<file path="src/rtl/txmb_pkg.sv">
`timescale 1ns/1ps
package txmb_pkg;
  localparam logic [3:0] CODE_INACTIVE = 4'h8;
  localparam logic [3:0] CODE_ABORT    = 4'h9;
  localparam logic [3:0] CODE_DATA     = 4'hC;

  typedef enum logic [1:0] {
    ST_IDLE,
    ST_PEND,
    ST_XMIT
  } mb_state_e;
endpackage

</file>
<file path="src/rtl/txmb_words.sv">
`timescale 1ns/1ps
module txmb_words #(
  parameter int WORD_W     = 32,
  parameter int DATA_WORDS = 2,
  parameter int AW         = 2
) (
  input  logic                             clk,
  input  logic                             rst_n,
  input  logic                             wr_en,
  input  logic [AW-1:0]                    wr_addr,
  input  logic [WORD_W-1:0]                wr_data,
  output logic [(DATA_WORDS+1)*WORD_W-1:0] frame
);
  localparam int NPAY = DATA_WORDS + 1;

  for (genvar k = 0; k < NPAY; k++) begin : g_word
    logic [WORD_W-1:0] word_q;
    always_ff @(posedge clk or negedge rst_n) begin
      if (!rst_n)
        word_q <= '0;
      else if (wr_en && wr_addr == AW'(k + 1))
        word_q <= wr_data;
    end
    assign frame[k*WORD_W +: WORD_W] = word_q;
  end
endmodule

</file>
<file path="src/rtl/txmb_flag.sv">
`timescale 1ns/1ps
module txmb_flag (
  input  logic clk,
  input  logic rst_n,
  input  logic set_i,
  input  logic clr_i,
  output logic flag_o
);
  always_ff @(posedge clk or negedge rst_n) begin
    if (!rst_n)
      flag_o <= 1'b0;
    else if (set_i)
      flag_o <= 1'b1;
    else if (clr_i)
      flag_o <= 1'b0;
  end
endmodule

</file>
<file path="src/rtl/txmb_seq.sv">
`timescale 1ns/1ps
module txmb_seq
  import txmb_pkg::*;
(
  input  logic       clk,
  input  logic       rst_n,
  input  logic       abort_en,
  input  logic       code_we,
  input  logic [3:0] code_val,
  input  logic       arb_sel,
  input  logic       mo_ready,
  input  logic       tx_ok,
  input  logic       tx_fail,
  output logic [3:0] code_o,
  output logic       arb_req,
  output logic       mo_valid,
  output logic       abort_pending,
  output logic       flag_set
);
  mb_state_e  st_q, st_n;
  logic [3:0] code_q, code_n;
  logic       ap_q, ap_n;
  logic       new_abort, inact, arm, mo_fire;

  assign new_abort = code_we && (code_val == CODE_ABORT) && abort_en;
  assign inact     = code_we && (code_val == CODE_INACTIVE) && !abort_en;
  assign arm       = code_we && (code_val == CODE_DATA);
  assign mo_valid  = (st_q == ST_PEND) && arb_sel;
  assign mo_fire   = mo_valid && mo_ready;

  always_comb begin
    st_n     = st_q;
    code_n   = code_q;
    ap_n     = ap_q;
    flag_set = 1'b0;
    unique case (st_q)
      ST_IDLE: begin
        if (arm) begin
          st_n   = ST_PEND;
          code_n = CODE_DATA;
        end else if (inact) begin
          code_n = CODE_INACTIVE;
        end
      end
      ST_PEND: begin
        if (mo_fire) begin
          st_n = ST_XMIT;
          ap_n = new_abort;
        end
        if (inact) begin
          st_n   = ST_IDLE;
          code_n = CODE_INACTIVE;
          ap_n   = 1'b0;
        end else if (!mo_fire && new_abort) begin
          st_n     = ST_IDLE;
          code_n   = CODE_ABORT;
          flag_set = 1'b1;
        end
      end
      ST_XMIT: begin
        if (tx_ok) begin
          st_n     = ST_IDLE;
          code_n   = CODE_INACTIVE;
          ap_n     = 1'b0;
          flag_set = 1'b1;
        end else if (tx_fail) begin
          if (ap_q || new_abort) begin
            st_n     = ST_IDLE;
            code_n   = CODE_ABORT;
            ap_n     = 1'b0;
            flag_set = 1'b1;
          end else begin
            st_n = ST_PEND;
          end
        end else if (new_abort) begin
          ap_n = 1'b1;
        end else if (inact) begin
          st_n   = ST_IDLE;
          code_n = CODE_INACTIVE;
          ap_n   = 1'b0;
        end
      end
      default: begin
        st_n   = ST_IDLE;
        code_n = CODE_INACTIVE;
        ap_n   = 1'b0;
      end
    endcase
  end

  always_ff @(posedge clk or negedge rst_n) begin
    if (!rst_n) begin
      st_q   <= ST_IDLE;
      code_q <= CODE_INACTIVE;
      ap_q   <= 1'b0;
    end else begin
      st_q   <= st_n;
      code_q <= code_n;
      ap_q   <= ap_n;
    end
  end

  assign code_o        = code_q;
  assign arb_req       = (st_q == ST_PEND);
  assign abort_pending = ap_q;
endmodule

</file>
<file path="src/rtl/txmb_abort_ctrl.sv">
`timescale 1ns/1ps
module txmb_abort_ctrl #(
  parameter int WORD_W     = 32,
  parameter int DATA_WORDS = 2,
  localparam int NWORDS    = DATA_WORDS + 2,
  localparam int AW        = $clog2(NWORDS),
  localparam int FRAME_W   = (DATA_WORDS + 1) * WORD_W
) (
  input  logic               clk,
  input  logic               rst_n,
  input  logic               abort_en,
  input  logic               cpu_we,
  input  logic [AW-1:0]      cpu_addr,
  input  logic [WORD_W-1:0]  cpu_wdata,
  input  logic               flag_clr,
  output logic               irq_flag,
  output logic [3:0]         mb_code,
  output logic               abort_pending,
  output logic               arb_req,
  input  logic               arb_sel,
  output logic               mo_valid,
  input  logic               mo_ready,
  output logic [FRAME_W-1:0] mo_frame,
  input  logic               tx_ok,
  input  logic               tx_fail
);
  logic wr_ok, code_we, flag_set;

  // a raised flag locks the whole mailbox while abort mode is on
  assign wr_ok   = cpu_we && !(abort_en && irq_flag);
  assign code_we = wr_ok && (cpu_addr == '0);

  txmb_words #(
    .WORD_W    (WORD_W),
    .DATA_WORDS(DATA_WORDS),
    .AW        (AW)
  ) i_words (
    .clk    (clk),
    .rst_n  (rst_n),
    .wr_en  (wr_ok),
    .wr_addr(cpu_addr),
    .wr_data(cpu_wdata),
    .frame  (mo_frame)
  );

  txmb_seq i_seq (
    .clk          (clk),
    .rst_n        (rst_n),
    .abort_en     (abort_en),
    .code_we      (code_we),
    .code_val     (cpu_wdata[3:0]),
    .arb_sel      (arb_sel),
    .mo_ready     (mo_ready),
    .tx_ok        (tx_ok),
    .tx_fail      (tx_fail),
    .code_o       (mb_code),
    .arb_req      (arb_req),
    .mo_valid     (mo_valid),
    .abort_pending(abort_pending),
    .flag_set     (flag_set)
  );

  txmb_flag i_flag (
    .clk   (clk),
    .rst_n (rst_n),
    .set_i (flag_set),
    .clr_i (flag_clr),
    .flag_o(irq_flag)
  );
endmodule

</file>
<file path="config.mk">
export PLATFORM = sky130hd
export DESIGN_NAME = txmb_abort_ctrl
export DESIGN_NICKNAME = d
export VERILOG_FILES = /design/src/rtl/txmb_pkg.sv /design/src/rtl/txmb_words.sv /design/src/rtl/txmb_flag.sv /design/src/rtl/txmb_seq.sv /design/src/rtl/txmb_abort_ctrl.sv
export SDC_FILE = /design/constraint.sdc
export NUM_CORES = 1
export LEC_CHECK = 0
export ABC_CLOCK_PERIOD_IN_PS = 3900
export BUFFER_PORTS_ARGS = -buffer_cell sky130_fd_sc_hd__buf_2
export CAP_MARGIN = 25
export CORE_MARGIN = 3
export CORE_UTILIZATION = 54
export CTS_CLUSTER_DIAMETER = 40
export DETAILED_ROUTE_END_ITERATION = 8
export PLACE_DENSITY = 0.85
export REMOVE_ABC_BUFFERS = 1
export SLEW_MARGIN = 20
export SYNTH_ARGS = -nofsm -noshare
export SYNTH_HDL_FRONTEND = slang
export SYNTH_HIERARCHICAL = 1
export SYNTH_SLANG_ARGS = --single-unit
</file>
<file path="constraint.sdc">
create_clock -name clk -period 3.9 [get_ports clk]
set_input_delay 0.78 -clock clk [delete_from_list [all_inputs] [get_ports clk]]
set_output_delay 0.78 -clock clk [all_outputs]
set_load 0.02 [all_outputs]
</file>
==> After elaboration in Yosys (flattened, before gate mapping) <==
Index checks and enable logic that the tools add are counted.
W data, S select, Z words.
{ "op_classes": {"add_sub_neg": 0, "multipliers": 0, "n_div": 0, "n_lt_le_gt_ge": 0, "eq_ne": 16, "shifts": 0, "mux": 35, "bitwise": 1, "n_reduce_logical": 24} }
{ "ops": {"columns": ["operator", "n"], "rows": [
  ["$mux W4", 8],
  ["$mux W2", 8],
  ["$mux W1", 15],
  ["$logic_and A1 B1 Y1", 14],
  ["$eq A4 B4 Y1 const B", 3],
  ["$pmux W4 S3", 1],
  ["$ne A4 B3 Y1 const B", 2],
  ["$reduce_and A4 Y1", 2],
  ["$eq A2 B2 Y1 const B", 3],
  ["$ne A3 B1 Y1 const B", 2],
  ["$pmux W2 S3", 1],
  ["$ne A5 B3 Y1 const B", 1],
  ["$eq A2 B1 Y1 const B", 2],
  ["$logic_not A2 Y1", 2],
  ["$ne A4 B1 Y1 const B", 1],
  ["$ne A4 B4 Y1 const B", 1],
  ["$logic_not A1 Y1", 3],
  ["$pmux W1 S3", 1],
  ["$reduce_and A3 Y1", 1],
  ["$ne A2 B1 Y1 const B", 1],
  ["$pmux W1 S2", 1],
  ["$reduce_bool A2 Y1", 1],
  ["$logic_or A1 B1 Y1", 1],
  ["$not A1 Y1", 1]
]} }
{ "totals": {"ff_bits": 104, "latchBits": 0, "ramBits": 0, "rom_bits": 0, "input_bits": 43, "output_inout_bits": 104, "elab_cells": 83, "memories": 0} }

==> Logic depth before layout (Yosys ltp) <==
Gate-level depths: netlist of run 1.
{ "depth": {"word_depth": 12, "mapped_depth": 8, "mapped_depth_nobuf": 8} }

==> Cells and area by module <==
Netlist of run 1, hierarchy kept.
{ "modules_own_cells": {"columns": ["mod", "n_inst", "cells_per_inst", "area_each_um2", "seq_area_each_um2"], "rows": [
  ["txmb_words", 1, 204, 3593.4, 2402.3],
  ["txmb_seq", 1, 68, 679.4, 176.4],
  ["txmb_flag", 1, 3, 36.3, 25.0],
  ["txmb_abort_ctrl", 1, 2, 23.8, 0.0]
]} }

==> Worst setup path before layout of run 1 <==
OpenSTA, ideal clock, no wires.
{ "synth_timing": {"path_kind": "input to register", "from": "input cpu_we", "to": "register i_seq.code_q[0] (netlist: i_seq/code_o[0])", "setup_ps": 125, "t_arrival_ps": 2238, "t_required_ps": 3775, "setup_slack_ps": 1537, "stages": 7, "path_buffers": 0, "path_cell_list": "a21boi_2 -> nor3b_2 -> nand4b_4 -> nor2_4 -> nand2_1 -> a31oi_4 -> mux2_4"} }
{ "synth_via": {"elab_chain_cells": 9, "word_cells_on_any_way": 20, "cone_classes": "3 x eq/ne; 7 x mux; 10 x reduce/logical"} }
{ "synth_rtl": {"columns": ["element", "line_no", "text"], "rows": [
  ["from (decl)", "txmb_abort_ctrl.sv:12", "input logic cpu_we,"],
  ["$logic_and A1 B1 Y1 (*)", "txmb_abort_ctrl.sv:30", "assign wr_ok = cpu_we && !(abort_en && irq_flag);"],
  ["$logic_and A1 B1 Y1 (*)", "txmb_abort_ctrl.sv:31", "assign code_we = wr_ok && (cpu_addr == '0);"],
  ["net code_we", "txmb_abort_ctrl.sv:27", "logic wr_ok, code_we, flag_set;"],
  ["$logic_and A1 B1 Y1 (2 in a row)", "txmb_seq.sv:26", "assign inact = code_we && (code_val == CODE_INACTIVE) && !abort_en;"],
  ["$mux W4 (4 in a row)", null, null],
  ["$pmux W4 S3", "txmb_seq.sv:36", "unique case (st_q)"],
  ["to (signal assigned)", "txmb_seq.sv:98", "code_q <= code_n;"],
  ["to (decl)", "txmb_seq.sv:21", "logic [3:0] code_q, code_n;"]
]} }
The timed path passes the listed nets; every way through them passes the cells marked *. The select of a mux whose other input is x is not followed.
A chain may end at the register's enable or synchronous reset.

==> Worst setup path after layout of run 1 <==
{ "layout_timing": {"from": "register i_seq.st_q[1]", "to": "output mo_valid"} }
{ "layout_via": {"elab_chain_cells": 2} }
{ "layout_rtl": {"columns": ["element", "line_no", "text"], "rows": [
  ["from (decl)", "txmb_seq.sv:20", "mb_state_e st_q, st_n;"],
  ["from (signal assigned)", "txmb_seq.sv:97", "st_q <= st_n;"],
  ["$eq A2 B1 Y1", "txmb_seq.sv:28", "assign mo_valid = (st_q == ST_PEND) && arb_sel;"],
  ["$logic_and A1 B1 Y1", "txmb_seq.sv:28", null],
  ["to (decl)", "txmb_abort_ctrl.sv:21", "output logic mo_valid,"]
]} }
No other way between the ends.

==> run metrics, run 1 <==
setup TNS 0 ps; total power 3.48 mW; crit path launch i_seq/st_q[1]; Yosys reg bits 104; crit-path max cell delay 430 ps; cell family with most CP delay adder cells; top post-synthesis cells by area dfrtp_1 59%, mux2_2 25%, buf_6 1.6%; final worst path period share 61.7%; fraction of layout cells with a size suffix above 1 65.5%; Finish-stage setup viols 0; clk_lat worst skew 350 ps; fraction of registers with async set/reset 100%; crit path kind register to primary output; post-detail-place hpwl 6420 µm; run status finished clean; number of diodes 0; slowest CP cell ha_1; element type at the critical path end primary output; VDD IR-drop max 389 µV; register area share after synthesis 60.1%; port bufs 146; CP Data Arrival Time 1630 ps; Post-synth EDFFs 0; CP Launch Type register; Post-Route WL 9070 µm; DR vias/cell 5.27; Die Area 9130 µm²; Post-DRT Antenna Nets 0; FMAX 416 MHz; Core Box Area 7770 µm²; Die Height 95.6 µm; nets 474; TritonCTS clock tree built; H-Tree Depth 3; GRT Overall Usage 20.3%; first drt pass iteration count 4; Die X 95.6 µm; DRC errors left 0; # resized after CTS 0; First DRT Iteration DRCs 44; worst-path maximum fanout 10; first-pass GRT wire length 14,200 µm; placed cells 518; wire per inst 17.0 µm; CTS Buf Count 9; most frequent cell after synthesis dfrtp_1; Leakage 2.59 nW; worst path bufs/invs 2; CTS Buffer Depth 2; Hold Violations, Final 0; WP data required 3120 ps; Top Ports 147; Post-Layout Cell Count 534; CTS hold repair buffers 0; Sink Count 104; min-delay worst type primary input to async pin; global route overflow 0; maxcap violations 0; Setup Buffers After CTS 0; RR Startpoint i_flag/flag_o; Synth top area share 59.5%; Syn. warnings 6; largest net degree at the start of global routing 83; slew margin rel. 34.8%; worst slew pin tran 973 ps; Layout area overhead 23.2%; Synth top cells by count 103 x dfrtp_1, 97 x mux2_2, 6 x a21oi_1, 6 x buf_6, 5 x nand2_1; Max Slew Vio Count 0; site row count 32; antenna violations before repair 0; routability cong. 0.930; unrepaired setup endpoints after global routing no; DR vias 2,815; min cycle time layout 2410 ps; Unique masters post-synth 43; Root Buffer clkbuf_8; main flop type after synthesis dfrtp_1; crit-path cells inv_1, ha_1, and2_1, buf_2; Post-Syn Instances 277; initial core utilization 55.8%; Syn Std Cell Area 4330 µm²; vias in the first global route 2,978; leading area contributor after synthesis dfrtp_1; Reg2Reg Setup Slack 1760 ps; Layout Skew 17.6 ps; clk slew on worst S/H paths 100 ps; synthesized area per cell 15.6 µm²; pwr dens 652 nW/µm²
==> per-layer routing <==
| layer | vias to the layer above | share of wire, % | global-route usage (%) |
|---|---|---|---|
| met5 | - | 0 | 0 |
| met4 | 0 | 0.58 | 5.69 |
| met3 | 4 | 9.6 | 7.73 |
| met2 | 95 | 49 | 33.3 |
| met1 | 1420 | 41 | 25.0 |
| li1 | 1296 | - | - |
==> final timing paths <==
check | to | depth (start not counted)
min in group clk | i_words/g_word[2].word_q[3] | 1
hold reg to reg | i_words/g_word[2].word_q[3] | 1
max in group asynchronous | i_seq/st_q[1] | 2
setup / recovery | mo_valid | 4
setup reg to reg | i_seq/code_o[0] | 7
hold / removal | i_words/g_word[1].word_q[11] | 1
==> sequential cells by signal, summed over array words and instances, names as in the netlist <==
name	count
i_words/g_word.word_q	96
i_seq/code_o	4
i_seq/abort_pending	1
i_seq/st_q	2
i_flag/flag_o	1
==> per-stage QoR <==
step / utilization [%] / area, µm² / setup slack [ps] / hold WS, ps
6_report: 68.7 / 5340 / 1490 / 461
4_1_cts: 68.7 / 5330 / 1500 / 509
5_1_grt: 68.7 / 5340 / 1430 / 499
3_3_place_gp: 66.1 / 5130 / 1260 / 483
2_1_floorplan: - / 4240 / 1460 / 484
3_5_place_dp: 66.1 / 5130 / 1230 / 488
==> worst register-to-register path: cells and delay by family (launching register included) <==
| family | cells | cell delay, ps |
|---|---|---|
| simple gates | 4 | 770 |
| flops | 1 | 420 |
| compound gates | 2 | 530 |
| mux | 1 | 330 |
==> power by group <==
| part | internal, mW | total (mW) | switching [mW] |
|---|---|---|---|
| logic | 0.542 | 1.29 | 0.750 |
| registers | 1.37 | 1.51 | 0.147 |
| clock network | 0.307 | 0.675 | 0.368 |
| total | 2.21 | 3.48 | 1.27 |
==> area by class of cell <==
class	instances	area (µm²)
Clock buffer	10	128
Timing Repair Buffer	149	759
Tap cell	102	128
Multi-Input combinational cell	159	1630
Inverter	4	15.0
Sequential cell	104	2600
Clock inverter	6	73.8
Fill cell	579	2430
==> kinds of logic (layout without fill, tap and decap cells) <==
group	count (synthesis)	count (layout)	synth area share, %
flip-flops	104	104	60.1
multiplexers	101	101	26.5
AO/OA/AOI/OAI	29	29	5.11
AND/OR/NAND/NOR	25	25	4.74
buffers and inverters	14	169	2.43
adder cells (fa/ha/maj)	4	4	1.16
==> layout by cell type (no fill, tap or decap), types with 3 or more instances in the layout <==
| cell type | n |
|---|---|
| mux2_2 | 97 |
| buf_2 | 145 |
| o21ai_1 | 3 |
| dfrtp_1 | 103 |
| inv_1 | 4 |
| mux2_4 | 3 |
| ha_1 | 4 |
| a21oi_1 | 6 |
| buf_4 | 3 |
| clkbuf_8 | 9 |
| o21ai_0 | 4 |
| nand2_1 | 5 |
(Power assumes the default switching activity.)
==> run 2, diff against run 1 <==
ABC_CLOCK_PERIOD_IN_PS = 2400   (was 3900)
CORE_UTILIZATION = 50   (was 54)
PLACE_DENSITY = 0.8   (was 0.85)
clock period = 2.4 ns   (was 3.9 ns; I/O delays follow)
==> run 2 against run 1 <==
  * Clock-buffer cell count rose by 1
  * First-iteration DRC count rose by 82%
  * Non-clock buffer count rose by 3
  * Setup slack got worse by 1200 ps
  * Sequential cell count did not move
  * Largest power group unchanged
==> run metrics, run 2 (same netlist as run 1, synthesis figures left out) <==
Core Box Area 8300 µm² (+6.8%); worst path bufs/invs 2 (unchanged); clk slew on worst S/H paths 100 ps (about the same); RR Startpoint i_flag/flag_o; final core occ 64.7% (-4.0 points); first drt pass iteration count 4 (unchanged); Die Area 9820 µm² (+7.5%); clk_lat worst skew 350 ps (about the same); Post-DRT Antenna Nets 0 (unchanged); Biggest register i_words/g_word.word_q; fraction of layout cells with a size suffix above 1 65.5% (about the same); Die Height 99.1 µm (+3.7%); Root Buffer clkbuf_8; FMAX 473 MHz; CTS Buf Count 9 (unchanged); CTS hold repair buffers 0 (unchanged); Reg2Reg Setup Slack 400 ps (-1360 ps); Max Slew Vio Count 0 (unchanged); slew margin rel. 63.3% (+29 points); Post-Layout Cell Count 540 (+1.1%); post-detail-place hpwl 6940 µm (+8.1%); site row count 33 (+3.1%); placed cells 524 (+1.2%); crit-path cells inv_1, ha_1, and2_1, buf_2; final worst path period share 88.1%; Finish-stage setup viols 0 (unchanged); CTS Buffer Depth 2 (unchanged); total power 5.56 mW (+60%); TritonCTS clock tree built; WP data required 1920 ps (-1200 ps); Layout Skew 5.83 ps (-11.8 ps); wire per inst 17.7 µm (+4.3%); VDD IR-drop max 624 µV (+60%); DR vias/cell 5.33 (+1.0%); antenna violations before repair 0 (unchanged); Top Ports 147 (unchanged); Sink Count 104 (unchanged); Reg2Reg Depth 7 (unchanged); Layout area overhead 23.9%; vias in the first global route 3,076 (+3.3%); min-delay worst type primary input to async pin; worst-path maximum fanout 10 (unchanged); element type at the critical path end primary output; design area 5370 µm² (+0.59%); pre-CTS setup slack 176 ps (-1060 ps); Setup Buffers After CTS 0 (unchanged); number of diodes 0 (unchanged); H-Tree Depth 3 (unchanged); GRT Overall Usage 20.0% (-0.26 points); setup TNS 0 ps (unchanged); global route overflow 0 (unchanged); Die X 99.1 µm (+3.7%); DR vias 2,876 (+2.2%); first-pass GRT wire length 15,500 µm (+9.3%); slowest CP cell ha_1; commonest non-fill, non-tap cell in the layout buf_2; Hold Violations, Final 0 (unchanged); WHS 97.2 ps (-363 ps); Post-Route WL 9560 µm (+5.4%); run status finished clean; crit path kind register to primary output; fillcell total 635 (+9.7%); DP Area 5190 µm² (+1.2%); r2r endpoint i_seq/code_o[0]; cell family with most CP delay adder cells; commonest cells after routing, fill and taps aside 145 x buf_2, 103 x dfrtp_1, 97 x mux2_2; routability cong. 0.866 (-6.9%); Storage cell area 2600 µm² (unchanged); initial core utilization 52.2% (-3.6 points); nets 477 (+0.63%); First DRT Iteration DRCs 80 (+82%); DRC errors left 0 (unchanged); port bufs 146 (unchanged); maxcap violations 0 (unchanged); CP Data Arrival Time 1640 ps (about the same); multi-input combinational cell area 1630 µm² (unchanged); setup slack after layout 285 ps (-1210 ps); pwr dens 1040 nW/µm² (+59%); # resized after CTS 0 (unchanged); min cycle time layout 2120 ps; number of flip-flops in the largest register 96 (unchanged); crit-path max cell delay 430 ps (about the same); worst slew pin tran 550 ps (-423 ps); Leakage 2.61 nW (+0.74%); largest net degree at the start of global routing 64 (-23%); unrepaired setup endpoints after global routing no; CP Launch Type register
run 2: cell count changes in the layout (fill, tap and decap cells not counted), sizes merged:
cell      previous run  this run
buf                149       152
bufinv               1         0
clkbuf              10        11
clkinv               0         1
clkinvlp             2         1
run 2: worst max path at each step:
stage	startpoint	to	slack [ps]	cells after the start
after floorplan	cpu_we	i_words/g_word[2].word_q[0]	260	3
after global placement	abort_en	i_seq/code_o[0]	210	8
after detailed placement	abort_en	i_seq/code_o[0]	180	8
after CTS	i_seq/st_q[1]	mo_valid	280	4
after global routing	i_seq/st_q[1]	mo_valid	170	4
final	i_seq/st_q[1]	mo_valid	280	4
run 2: layout make-up:
class	count	share of cell area [%]
repair buffers	152	15.2
flip-flops and latches	104	48.5
clock buffers	11	2.45
well taps	105	2.45
clock inverters	5	0.769
inverters	4	0.280
multi-input cells	159	30.3
run 2: where the power goes:
part / switching, mW / internal (mW)
registers: 0.245 / 2.22
logic: 1.22 / 0.891
clock network: 0.591 / 0.392
total: 2.06 / 3.50
run 2: per-layer routing:
layer	global-route usage (%)	part of all wire, %	routed length, µm	up-vias
li1	-	-	-	1306
met4	4.94	0.63	60	0
met2	33.2	50	4750	100
met5	0	0	0	-
met1	25.4	41	3960	1464
met3	6.94	8.3	793	6
run 2: worst register-to-register path, cell delays in order, from the launching register on:
cell and delay (ps):
dfrtp_1 420, a21boi_2 140, nor3b_2 270, nand4b_4 170, nor2_4 160, nand2_1 130
a31oi_4 290, mux2_4 320
